[config.mk]
export PLATFORM = sky130hd
export DESIGN_NAME = sync_ser_tx
export DESIGN_NICKNAME = d
export VERILOG_FILES = /design/src/rtl/sst_pkg.sv /design/src/rtl/sst_int_clk.sv /design/src/rtl/sst_ext_sync.sv /design/src/rtl/sst_shifter.sv /design/src/rtl/sync_ser_tx.sv
export SDC_FILE = /design/constraint.sdc
export NUM_CORES = 1
export LEC_CHECK = 0
export BUFFER_PORTS_ARGS = -buffer_cell sky130_fd_sc_hd__buf_2
export CORE_UTILIZATION = 55
export CTS_BUF_LIST = sky130_fd_sc_hd__clkbuf_8
export DETAILED_ROUTE_END_ITERATION = 12
export GPL_TIMING_DRIVEN = 1
export PLACE_DENSITY_LB_ADDON = 0.08
export SYNTH_ARGS = -nofsm -noshare
export SYNTH_HDL_FRONTEND = slang
export SYNTH_SLANG_ARGS = --single-unit
[constraint.sdc]
create_clock -name clk -period 1.8 [get_ports clk]
set_clock_uncertainty 0.05 [all_clocks]
set_input_delay 0 -clock clk [delete_from_list [all_inputs] [get_ports clk]]
set_output_delay 0 -clock clk [all_outputs]
set_load 0.005 [all_outputs]
[src/rtl/sst_pkg.sv]
package sst_pkg;

  typedef struct packed {
    logic rise;
    logic fall;
  } sst_edge_t;

  // Count of presented bits equals the index of the last bit.
  function automatic logic sst_is_msb(input int unsigned n, input int unsigned bits);
    return n == bits - 1;
  endfunction

  // All bits of the frame presented.
  function automatic logic sst_all_out(input int unsigned n, input int unsigned bits);
    return n == bits;
  endfunction

  // System cycles from first falling edge to final rising edge of a burst.
  function automatic int unsigned sst_span(input int unsigned half, input int unsigned bits,
                                           input int unsigned frames);
    return (2 * bits * frames - 1) * half;
  endfunction

endpackage

[src/rtl/sst_int_clk.sv]
module sst_int_clk
  import sst_pkg::*;
#(
  parameter int unsigned HALF_DIV = 4
) (
  input  logic      clk,
  input  logic      rst_n,
  input  logic      run,
  output logic      sck,
  output sst_edge_t ev
);
  localparam int unsigned CW = (HALF_DIV < 2) ? 1 : $clog2(HALF_DIV);
  localparam logic [CW-1:0] LAST = CW'(HALF_DIV - 1);

  logic [CW-1:0] cnt;
  logic          wrap;

  assign wrap    = run && (cnt == LAST);
  assign ev.fall = wrap && sck;
  assign ev.rise = wrap && !sck;

  always_ff @(posedge clk or negedge rst_n) begin
    if (!rst_n) begin
      cnt <= '0;
      sck <= 1'b1;
    end else if (!run) begin
      cnt <= '0;
      sck <= 1'b1;
    end else if (wrap) begin
      cnt <= '0;
      sck <= ~sck;
    end else begin
      cnt <= cnt + 1'b1;
    end
  end
endmodule

[src/rtl/sst_ext_sync.sv]
module sst_ext_sync
  import sst_pkg::*;
(
  input  logic      clk,
  input  logic      rst_n,
  input  logic      sck_in,
  output sst_edge_t ev
);
  logic [2:0] pipe;

  always_ff @(posedge clk or negedge rst_n) begin
    if (!rst_n) pipe <= 3'b111;
    else        pipe <= {pipe[1:0], sck_in};
  end

  assign ev.rise = pipe[1] && !pipe[2];
  assign ev.fall = !pipe[1] && pipe[2];
endmodule

[src/rtl/sst_shifter.sv]
module sst_shifter
  import sst_pkg::*;
#(
  parameter int unsigned DATA_W = 8
) (
  input  logic              clk,
  input  logic              rst_n,
  input  logic              wr_en,
  input  logic [DATA_W-1:0] wr_data,
  input  sst_edge_t         ev,
  output logic              sdo,
  output logic              tdre,
  output logic              tend,
  output logic              busy,
  output logic              load_ev,
  output logic              msb_fall_ev
);
  localparam int unsigned CW = $clog2(DATA_W + 1);

  logic [DATA_W-1:0] hold_q;
  logic [DATA_W-1:0] sh_q;
  logic [DATA_W-1:0] nxt_data;
  logic [CW-1:0]     fcnt;
  logic              start_ev, end_ev, chain_ev, fall_act;

  assign nxt_data    = wr_en ? wr_data : hold_q;
  assign start_ev    = !busy && !tdre;
  assign end_ev      = busy && ev.rise && sst_all_out(fcnt, DATA_W);
  assign chain_ev    = end_ev && !tdre;
  assign load_ev     = start_ev || chain_ev;
  assign fall_act    = busy && ev.fall && (fcnt < CW'(DATA_W));
  assign msb_fall_ev = fall_act && sst_is_msb(fcnt, DATA_W);

  always_ff @(posedge clk or negedge rst_n) begin
    if (!rst_n) begin
      hold_q <= '0;
      sh_q   <= '0;
      fcnt   <= '0;
      busy   <= 1'b0;
      tdre   <= 1'b1;
      tend   <= 1'b1;
      sdo    <= 1'b1;
    end else begin
      if (wr_en) hold_q <= wr_data;

      if (load_ev)    tdre <= 1'b1;
      else if (wr_en) tdre <= 1'b0;

      if (wr_en)                    tend <= 1'b0;
      else if (msb_fall_ev && tdre) tend <= 1'b1;

      if (load_ev)       sh_q <= nxt_data;
      else if (fall_act) sh_q <= sh_q >> 1;

      if (fall_act) sdo <= sh_q[0];

      if (load_ev || end_ev) fcnt <= '0;
      else if (fall_act)     fcnt <= fcnt + 1'b1;

      if (load_ev)     busy <= 1'b1;
      else if (end_ev) busy <= 1'b0;
    end
  end
endmodule

[src/rtl/sync_ser_tx.sv]
module sync_ser_tx
  import sst_pkg::*;
#(
  parameter int unsigned DATA_W   = 8,
  parameter int unsigned HALF_DIV = 4
) (
  input  logic              clk,
  input  logic              rst_n,
  input  logic              wr_en,
  input  logic [DATA_W-1:0] wr_data,
  input  logic              ext_sel,
  input  logic              tie,
  input  logic              teie,
  input  logic              sck_in,
  output logic              sck_out,
  output logic              sdo,
  output logic              tdre,
  output logic              tend,
  output logic              txi_req,
  output logic              tei_req
);
  sst_edge_t int_ev, ext_ev, ev;
  logic      busy, load_ev, msb_fall_ev, fall_ev, gen_run;

  assign gen_run = busy && !ext_sel;
  assign ev      = ext_sel ? ext_ev : int_ev;
  assign fall_ev = ev.fall;

  sst_int_clk #(.HALF_DIV(HALF_DIV)) u_gen (
    .clk(clk), .rst_n(rst_n), .run(gen_run), .sck(sck_out), .ev(int_ev)
  );

  sst_ext_sync u_sync (
    .clk(clk), .rst_n(rst_n), .sck_in(sck_in), .ev(ext_ev)
  );

  sst_shifter #(.DATA_W(DATA_W)) u_shf (
    .clk(clk), .rst_n(rst_n), .wr_en(wr_en), .wr_data(wr_data), .ev(ev),
    .sdo(sdo), .tdre(tdre), .tend(tend), .busy(busy),
    .load_ev(load_ev), .msb_fall_ev(msb_fall_ev)
  );

  assign txi_req = tdre && tie;
  assign tei_req = tend && teie;
endmodule

---- After elaboration in Yosys (flattened, before gate mapping) ----
Index checks and enable logic that the tools add are counted.
word-level totals
  register bits after elaboration ......... 30
  output and inout port bits .............. 6
  word-level logic and storage cells ...... 63
  input port bits ......................... 15
operators by class
  reductions and logical operators ........ 29
  mux-type cells .......................... 16
  order comparisons ....................... 1
  bitwise gates (word level) .............. 1
  equal/unequal tests ..................... 4
  $add $sub $neg .......................... 2
operators by type and width
  operator                                                         count
  8-bit two-way mux                                                3
  1-bit logical AND                                                16
  2-bit nonzero test                                               5
  1-bit two-way mux                                                8
  4-bit two-way mux                                                2
  1-bit logical NOT                                                6
  2-bit two-way mux                                                3
  4-bit by 1-bit adder with 4-bit output, second input constant    1
  4-bit by 3-bit == test with 1-bit output, second input constant  1
  4-bit == test, second input constant                             1
  4-bit less-than comparator, second input constant                1
  2-bit by 1-bit adder with 2-bit output, second input constant    1
  2-bit == test, second input constant                             1
  1-bit logical OR                                                 2
  2-bit inequality test, second input constant                     1
  1-bit inverter                                                   1

---- Depth between registers and ports, before layout ----
Gate-level depths: netlist (run 1).
  word-level depth ........................ 11
  depth in mapped cells ................... 6
  depth with buffers taken out ............ 6

---- Cells and area by module ----
A second synthesis (run 1) with hierarchy kept.
second synthesis, totals
  cell total of the unflattened synthesis .. 121
  area total of the unflattened synthesis .. 1387.6 sq um
by module, submodules not included
  module        area an instance (sq um)  sequential area each (sq um)  cells each  instances
  sst_shifter   1111.1                    604.3                         100         1
  sst_int_clk   133.9                     76.3                          11          1
  sst_ext_sync  93.8                      78.8                          5           1
  sync_ser_tx   48.8                      0.0                           5           1

---- Worst setup path before layout (run 1) ----
OpenSTA, ideal clock, no wires.
  kind .................................... reg-to-reg
  start ................................... reg u_gen.cnt[0]
  end ..................................... reg u_shf.fcnt[1]
  data arrival time ....................... 1.422 ns
  stages on the path, launching flop included .. 6
  slack ................................... 0.238 ns
  cell sequence ........................... dfrtp_1 > ha_1 > nor3b_1 > or2_4 > a41o_4 > o31ai_4
on the way
  cells in the longest elaborated chain, start to end .. 10
  elaborated cells on any way between the ends .. 14
  those cells by class .................... eq/ne (1); mux (2); reduce/logical (11)
RTL lines
  what                                                            line               RTL
  start, declared                                                 sst_int_clk.sv:15  logic [CW-1:0] cnt;
  start signal, assigned                                          sst_int_clk.sv:33  cnt <= cnt + 1'b1;
  2-bit == test (*)                                               sst_int_clk.sv:18  assign wrap = run && (cnt == LAST);
  1-bit logical AND (*)                                           sst_int_clk.sv:18
  1-bit logical AND                                               sst_int_clk.sv:20  assign ev.rise = wrap && !sck;
  2-bit two-way mux (*)                                           sync_ser_tx.sv:26  assign ev = ext_sel ? ext_ev : int_ev;
  1-bit logical AND (2 in series)                                 sst_shifter.sv:28  assign end_ev = busy && ev.rise && sst_all_out(fcnt, DATA_W);
  1-bit logical AND                                               sst_shifter.sv:29  assign chain_ev = end_ev && !tdre;
  1-bit logical OR                                                sst_shifter.sv:30  assign load_ev = start_ev || chain_ev;
  1-bit logical OR                                                sst_shifter.sv:57  if (load_ev || end_ev) fcnt <= '0;
  4-bit two-way mux / 2-bit nonzero test (equally long branches)  -
  end signal, assigned                                            sst_shifter.sv:58  else if (fall_act) fcnt <= fcnt + 1'b1;
  end, declared                                                   sst_shifter.sv:23  logic [CW-1:0] fcnt;
Every way passes the cells marked *; elsewhere a longest branch is shown, timed or not.
A chain may end at the register's enable or synchronous reset.

---- Final worst setup path (run 1) ----
  start ................................... reg u_gen.cnt[0]
  end ..................................... reg u_shf.fcnt[2]
The elaborated chain is that of the path after synthesis.

==> results of run 1 <==
layout make-up:
| cell class | count | area, µm² | area share [%] |
|---|---|---|---|
| clock buffer | 8 | 110 | 6.43 |
| inverter | 9 | 33.8 | 1.97 |
| multi-input combinational | 77 | 549 | 32.1 |
| sequential | 30 | 759 | 44.3 |
| tap | 28 | 35.0 | 2.05 |
| timing repair buffer | 33 | 225 | 13.1 |
cell usage in the layout (no fill, tap or decap), drive strengths merged:
cell / netlist / routed
a211oi: 1 / 1
nand2b: 2 / 2
or2: 1 / 1
and4bb: 1 / 1
o221ai: 2 / 2
and3: 1 / 1
nand2: 18 / 18
and3b: 1 / 1
nor3b: 2 / 2
and2: 2 / 2
xor2: 1 / 1
o21ai: 5 / 5
clkbuf: 1 / 8
nor4: 1 / 1
a21oi: 10 / 10
a211o: 1 / 1
nand3: 1 / 1
buf: 2 / 22
o31ai: 1 / 1
a41o: 1 / 1
ha: 3 / 3
nand4: 1 / 1
mux2i: 2 / 2
a41oi: 2 / 2
mux2: 6 / 6
dfrtp: 23 / 23
inv: 9 / 9
nor2: 3 / 3
dfstp: 7 / 7
a31oi: 5 / 5
or3: 2 / 2
dlygate4sd3: 0 / 11
nor2b: 1 / 1
state kept, by name, indices dropped and copies added (netlist names):
signal        count
u_shf.hold_q      8
u_shf.sh_q        8
u_shf.fcnt        4
u_sync.pipe       3
u_gen.cnt         2
u_gen.sck         1
u_shf.busy        1
u_shf.sdo         1
u_shf.tdre        1
u_shf.tend        1
metrics by stage:
| stage | cell area, µm² | total power, mW |
|---|---|---|
| after detailed placement | 1490 | 1.38 |
| after global routing | 1710 | 2.14 |
| final | 1710 | 2.02 |
| after CTS | 1710 | 2.04 |
| after global placement | 1490 | 1.36 |
| after floorplan | 1360 | 1.26 |
critical path, stage by stage, from the launching register on:
cell     delay (ns)
dfrtp_1        0.36
ha_2           0.22
a21oi_2        0.08
a211o_2        0.42
or3_1          0.33
a21oi_1        0.13
synthesized netlist by cell type, types with 2 or more instances:
master / count
or3_1: 2
nor3b_1: 2
a31oi_1: 5
a41oi_1: 2
o221ai_1: 2
dfstp_2: 7
inv_1: 9
nand2_1: 18
a21oi_1: 8
o21ai_1: 2
nor2_1: 3
dfrtp_1: 23
and2_1: 2
mux2_2: 6
o21ai_0: 3
nand2b_1: 2
ha_1: 3
mux2i_1: 2
power by group:
part / internal, mW / total (mW) / switching [mW]
sequential: 0.840 / 0.947 / 0.106
clock: 0.385 / 0.626 / 0.241
combinational: 0.215 / 0.452 / 0.237
total: 1.44 / 2.02 / 0.584
metal layers:
metal | up-vias | global-route usage, % | wire length, µm
met1 | 495 | 27.4 | 1130
li1 | 488 | - | -
met5 | - | 0 | 0
met3 | 9 | 6.43 | 116
met2 | 30 | 41.8 | 1330
met4 | 0 | 14.4 | 74
worst paths after layout:
path | from | end | slack [ns] | cells past startpoint
min in group asynchronous | rst_n | u_gen.cnt[0]$_DFF_PN0_ | 0.23 | 2
max in group asynchronous | rst_n | u_shf.hold_q[2]$_DFF_PN0_ | 1.05 | 2
min reg2reg | u_sync.pipe[0]$_DFF_PN1_ | u_sync.pipe[1]$_DFF_PN1_ | 0.31 | 0
min | wr_en | u_shf.tend$_DFFE_PN1P_ | 0.01 | 2
max | u_gen.cnt[0]$_DFF_PN0_ | u_shf.fcnt[2]$_DFFE_PN0P_ | 0.13 | 5
max reg2reg | u_gen.cnt[0]$_DFF_PN0_ | u_shf.fcnt[2]$_DFFE_PN0P_ | 0.13 | 5
repair_timing:
action,in CTS,in global routing
endpoints found under the hold margin,35,0
setup endpoints to repair,0,4
gates resized for setup,0,2
hold buffers,11,0
logic make-up (layout without fill, tap and decap cells):
family / after synthesis / after routing / synth area share (%)
mux: 8 / 8 / 6.46
xor+xnor: 1 / 1 / 0.646
simple gates: 37 / 37 / 14.1
fa+ha+maj: 3 / 3 / 2.77
buf+inv: 12 / 50 / 3.69
flops: 30 / 30 / 56.0
compound gates: 28 / 28 / 16.3
==> run summary, run 1 <==
GP Congestion - 0.748
Status - finished, final reports clean
Antenna-violating nets left - 0
Vias per cell - 5.52
Largest net degree at the start of global routing - 31
Critical path data arrival time - 1.82 ns
Placed cells - 166
Syn nets - 137
GRT Total Usage - 24.5%
Routed via count - 1022
Routed wire length - 2660 µm
CTS clk-pin slew, worst paths - 0.06 ns
Wire length per cell - 14.4 µm
Yosys top cell by area - dfrtp_1
Input/output buffers - 20
Fin. Hold Viols - 0
Fillers - 155
Die Span X - 51.6 µm
First-pass GRT wire length - 4550 µm
Antenna violations before repair - 0
CTS Buf Count - 5
Critical Path Start Type - flip-flop
Synth cell types - 36
1st-iter DRT viols - 5
Hold Slack - 0.0114 ns
FFs w/ async S/R, synth - 100%
PD cells - 1180 nW/µm²
TNS Setup - 0 ns
Crit end category - flip-flop
Syn Area/Cell - 11.4 µm²
Final core utilization - 75.3%
WS Path Type - reg2reg
Fin cells - 185
CTS Buffer Depth - 2
Area contributors post-synth - dfrtp_1 (42%), dfstp_2 (14%), nand2_1 (5.0%), mux2_2 (5.0%), a21oi_1 (3.0%)
Setup Buffers After CTS - 0
Syn Inst Count - 119
Maxcap violations - 0
Sequential share of the synthesized area - 56.0%
Final nets - 174
Share of layout cells above drive strength 1 - 33.1%
Critical Path RT - 1.95 ns
Synthesized area - 1360 µm²
Area share of the largest cell type after synthesis - 42.5%
Die area - 2670 µm²
Fin worst setup slack - 0.134 ns
IO Pins - 21
Clock latency on the worst-skew pair - 0.28 ns
Final Setup Violations - 0
Area delta synth->final - 26.4%
Starting Density - 59.5%
Pre-CTS setup slack - 0.0831 ns
RSZ-0062 raised after global routing - false
TritonRoute pass-1 iters - 4
Slew headroom - 57.1%
Slew of the pin with the lowest slew margin - 0.644 ns
Die height - 51.6 µm
Leakage power total - 0.789 nW
FF+latch count, synth - 30
Total global routing overflow - 0
Max Fclk - 600 MHz
Hold Path Class - in2reg
Num Clock Sinks - 30
Synth Flop Type - dfrtp_1
Fin. max-slew vios - 0
Post-synth EDFFs - 0
Detailed Place HPWL - 1670 µm
Max FO, Critical Path - 13
Final critical-path share of the clock period - 92.6%
Fin crit period - 1.67 ns
FP Rows - 17
Root Driver - clkbuf_8
Core area - 2280 µm²
Worst VDD drop - 0.000909 V
Diodes inserted - 0
Drc violations - 0
H-Tree Depth - 2
Synth warnings - 0
Vias in the first global route - 1055
CTS tree - yes
Note: power is estimated with default switching activity, not from simulation.
==> run 2: changes to the inputs <==
--- a/config.mk
+++ b/config.mk
@@ -13,4 +13,5 @@
 export PLACE_DENSITY_LB_ADDON = 0.08
 export SYNTH_ARGS = -nofsm -noshare
 export SYNTH_HDL_FRONTEND = slang
+export SYNTH_HIERARCHICAL = 1
 export SYNTH_SLANG_ARGS = --single-unit
==> run summary, run 2 <==
Status - complete, but fails checks (was finished, final reports clean)
Slowest cell on crit path - dfstp_2 (was a211o_2)
Slew of the pin with the lowest slew margin - 0.648 ns (was 0.644 ns)
Fin worst setup slack - -0.00301 ns (was 0.134 ns)
Antenna violations before repair - 0 (unchanged)
Root Driver - clkbuf_8 (unchanged)
Die height - 52.0 µm (was 51.6 µm)
Final Setup Violations - 1 (was 0)
Fin crit period - 1.80 ns (was 1.67 ns)
Maxcap violations - 0 (unchanged)
Syn Area/Cell - 11.6 µm² (was 11.4 µm²)
Max Fclk - 555 MHz (was 600 MHz)
Routed via count - 1058 (was 1022)
Largest regs - u_shf/hold_q: 8 flops, u_shf/sh_q: 8 flops, u_shf/fcnt: 4 flops (was u_shf.hold_q: 8 flops, u_shf.sh_q: 8 flops, u_shf.fcnt: 4 flops)
Critical path data arrival time - 1.97 ns (was 1.82 ns)
RSZ-0062 raised after global routing - true (was false)
Leakage power total - 0.891 nW (was 0.789 nW)
Synthesized area - 1380 µm² (was 1360 µm²)
GRT Total Usage - 25.4% (was 24.5%)
Final nets - 184 (was 174)
Diodes inserted - 0 (unchanged)
Critical Path RT - 1.96 ns (was 1.95 ns)
Commonest non-fill, non-tap cell in the layout - dfrtp_1 (unchanged)
Vias in the first global route - 1084 (was 1055)
Detailed Place HPWL - 1880 µm (was 1670 µm)
TNS Setup - -0.00301 ns (was 0 ns)
Max FO, Critical Path - 6 (was 13)
Routed wire length - 2830 µm (was 2660 µm)
Crit end category - flip-flop (unchanged)
Hold Slack - 0.0754 ns (was 0.0114 ns)
Syn Inst Count - 119 (unchanged)
Syn nets - 137 (unchanged)
IO Pins - 21 (unchanged)
Die Span X - 52.0 µm (was 51.6 µm)
Internal power - 1.47 mW (was 1.44 mW)
Combinational share of power - 18.9% (was 22.3%)
Critical Path, Cell by Cell - and3_2, mux2_4, nand3b_1, buf_4, or3_1, a21oi_2 (was ha_2, a21oi_2, a211o_2, or3_1, a21oi_1)
Wire length per cell - 14.6 µm (was 14.4 µm)
Synth warnings - 6 (was 0)
Starting Density - 60.5% (was 59.5%)
Num Clock Sinks - 30 (unchanged)
CTS Buffer Depth - 2 (unchanged)
Failing checks - negative setup slack
Final critical-path share of the clock period - 100% (was 92.6%)
Post-route cell area - 1830 µm² (was 1710 µm²)
Pre-CTS setup slack - -0.0215 ns (was 0.0831 ns)
Reg power frac - 46.5% (was 46.8%)
Sw frac - 25.8% (was 28.8%)
Total global routing overflow - 0 (unchanged)
Area delta synth->final - 32.9% (was 26.4%)
CTS tree - yes (unchanged)
CP peak stage delay - 0.54 ns (was 0.42 ns)
TritonRoute pass-1 iters - 4 (unchanged)
GP Congestion - 0.778 (was 0.748)
Vias per cell - 5.45 (was 5.52)
Input/output buffers - 20 (unchanged)
1st-iter DRT viols - 24 (was 5)
Core area - 2280 µm² (unchanged)
Pwr Total - 1.97 mW (was 2.02 mW)
WS Path Type - reg2reg (unchanged)
Clock latency on the worst-skew pair - 0.28 ns (about the same)
Critical Path Start Type - flip-flop (unchanged)
First-pass GRT wire length - 4640 µm (was 4550 µm)
CTS Buf Count - 5 (unchanged)
Hold Path Class - in2reg (unchanged)
Share of layout cells above drive strength 1 - 40.4% (was 33.1%)
Drc violations - 0 (unchanged)
PD cells - 1080 nW/µm² (was 1180 nW/µm²)
Placed inst area - 1570 µm² (was 1490 µm²)
Die area - 2710 µm² (was 2670 µm²)
FP Rows - 17 (unchanged)
Fin. Hold Viols - 0 (unchanged)
Commonest non-fill, non-tap cells in the layout - dfrtp_1 (23), buf_2 (20), nand2_1 (20) (was dfrtp_1 (23), buf_2 (20), nand2_1 (18))
Largest net degree at the start of global routing - 31 (unchanged)
Slew headroom - 56.8% (was 57.1%)
H-Tree Depth - 2 (unchanged)
R2r setup slk - -0.003 ns (was 0.13 ns)
Fin. max-slew vios - 0 (unchanged)
Worst VDD drop - 0.00115 V (was 0.000909 V)
CTS clk-pin slew, worst paths - 0.06 ns (about the same)
Antenna-violating nets left - 0 (unchanged)
Clock share of power - 34.6% (was 30.9%)
NetSw - 0.508 mW (was 0.584 mW)
==> run 2: cell types whose count changed in the layout (fill, tap and decap cells not counted), moves of 2 or more <==
| cell | before | now |
|---|---|---|
| a211oi_1 | 0 | 7 |
| a21oi_1 | 8 | 0 |
| a221o_1 | 0 | 2 |
| and2_1 | 2 | 5 |
| and3b_2 | 0 | 2 |
| buf_4 | 2 | 15 |
| clkbuf_8 | 8 | 6 |
| inv_1 | 9 | 6 |
| mux2_4 | 0 | 3 |
| nand2_1 | 18 | 20 |
| nand2b_1 | 2 | 0 |
| o221ai_1 | 2 | 0 |
==> run 2: layout make-up <==
| cell class | instances | area (µm²) |
|---|---|---|
| inverter | 6 | 22.5 |
| timing repair buffer | 46 | 323 |
| multi-input combinational | 77 | 578 |
| clock inverter | 1 | 30.0 |
| tap | 28 | 35.0 |
| fill | 137 | 445 |
| clock buffer | 6 | 82.6 |
| sequential | 30 | 759 |
==> run 2: metal layers <==
metal | part of all wire (%) | wire length [µm] | global-route usage (%) | vias up
li1 | - | - | - | 511
met1 | 42 | 1190 | 28.2 | 507
met2 | 50 | 1430 | 40.4 | 36
met3 | 5.9 | 168 | 9.94 | 4
met4 | 1.4 | 40 | 15.8 | 0
met5 | 0 | 0 | 0 | -
==> run 2: per-stage QoR <==
stage | instances | util (%)
global route | 194 | 80.4
global placement | 173 | 69.1
CTS | 192 | 79.4
floorplan | 119 | -
detailed placement | 173 | 69.1
finish | 194 | 80.4
==> run 2: worst max-delay path: cells and delay by family, from the launching register on <==
family / cells / cell delay, ns
AND/OR/NAND/NOR: 3 / 0.68
flip-flops: 1 / 0.54
buffers and inverters: 1 / 0.21
multiplexers: 1 / 0.15
AO/OA/AOI/OAI: 1 / 0.12
==> run 2: power by group through the flow <==
stage                     Sequential (mW)  Clock [mW]  Combinational [mW]
after floorplan                     0.897           0               0.234
after global placement              0.917           0               0.320
after detailed placement            0.923           0               0.340
after CTS                           0.916       0.699               0.359
after global routing                0.931       0.728               0.415
final                               0.917       0.683               0.374
==> run 2: worst paths after layout <==
| check | from | cells past startpoint | endpoint |
|---|---|---|---|
| hold / removal | ext_sel | 4 | u_gen/sck$_DFFE_PN1P_ |
| min in group asynchronous | rst_n | 2 | u_shf/fcnt[1]$_DFFE_PN0P_ |
| setup / recovery | u_gen/sck$_DFFE_PN1P_ | 6 | u_shf/fcnt[2]$_DFFE_PN0P_ |
| max in group asynchronous | rst_n | 2 | u_shf/sh_q[5]$_DFFE_PN0P_ |
| hold reg to reg | u_sync/pipe[0]$_DFF_PN1_ | 0 | u_sync/pipe[1]$_DFF_PN1_ |
| setup reg to reg | u_gen/sck$_DFFE_PN1P_ | 6 | u_shf/fcnt[2]$_DFFE_PN0P_ |
==> run 2: timing repair <==
action,4_1_cts,5_1_grt
buffers inserted,1,2
endpoints found under the setup margin,2,11
hold buffers,11,0
gates resized for setup,1,3
endpoints found under the hold margin,33,0
pin swaps,0,4
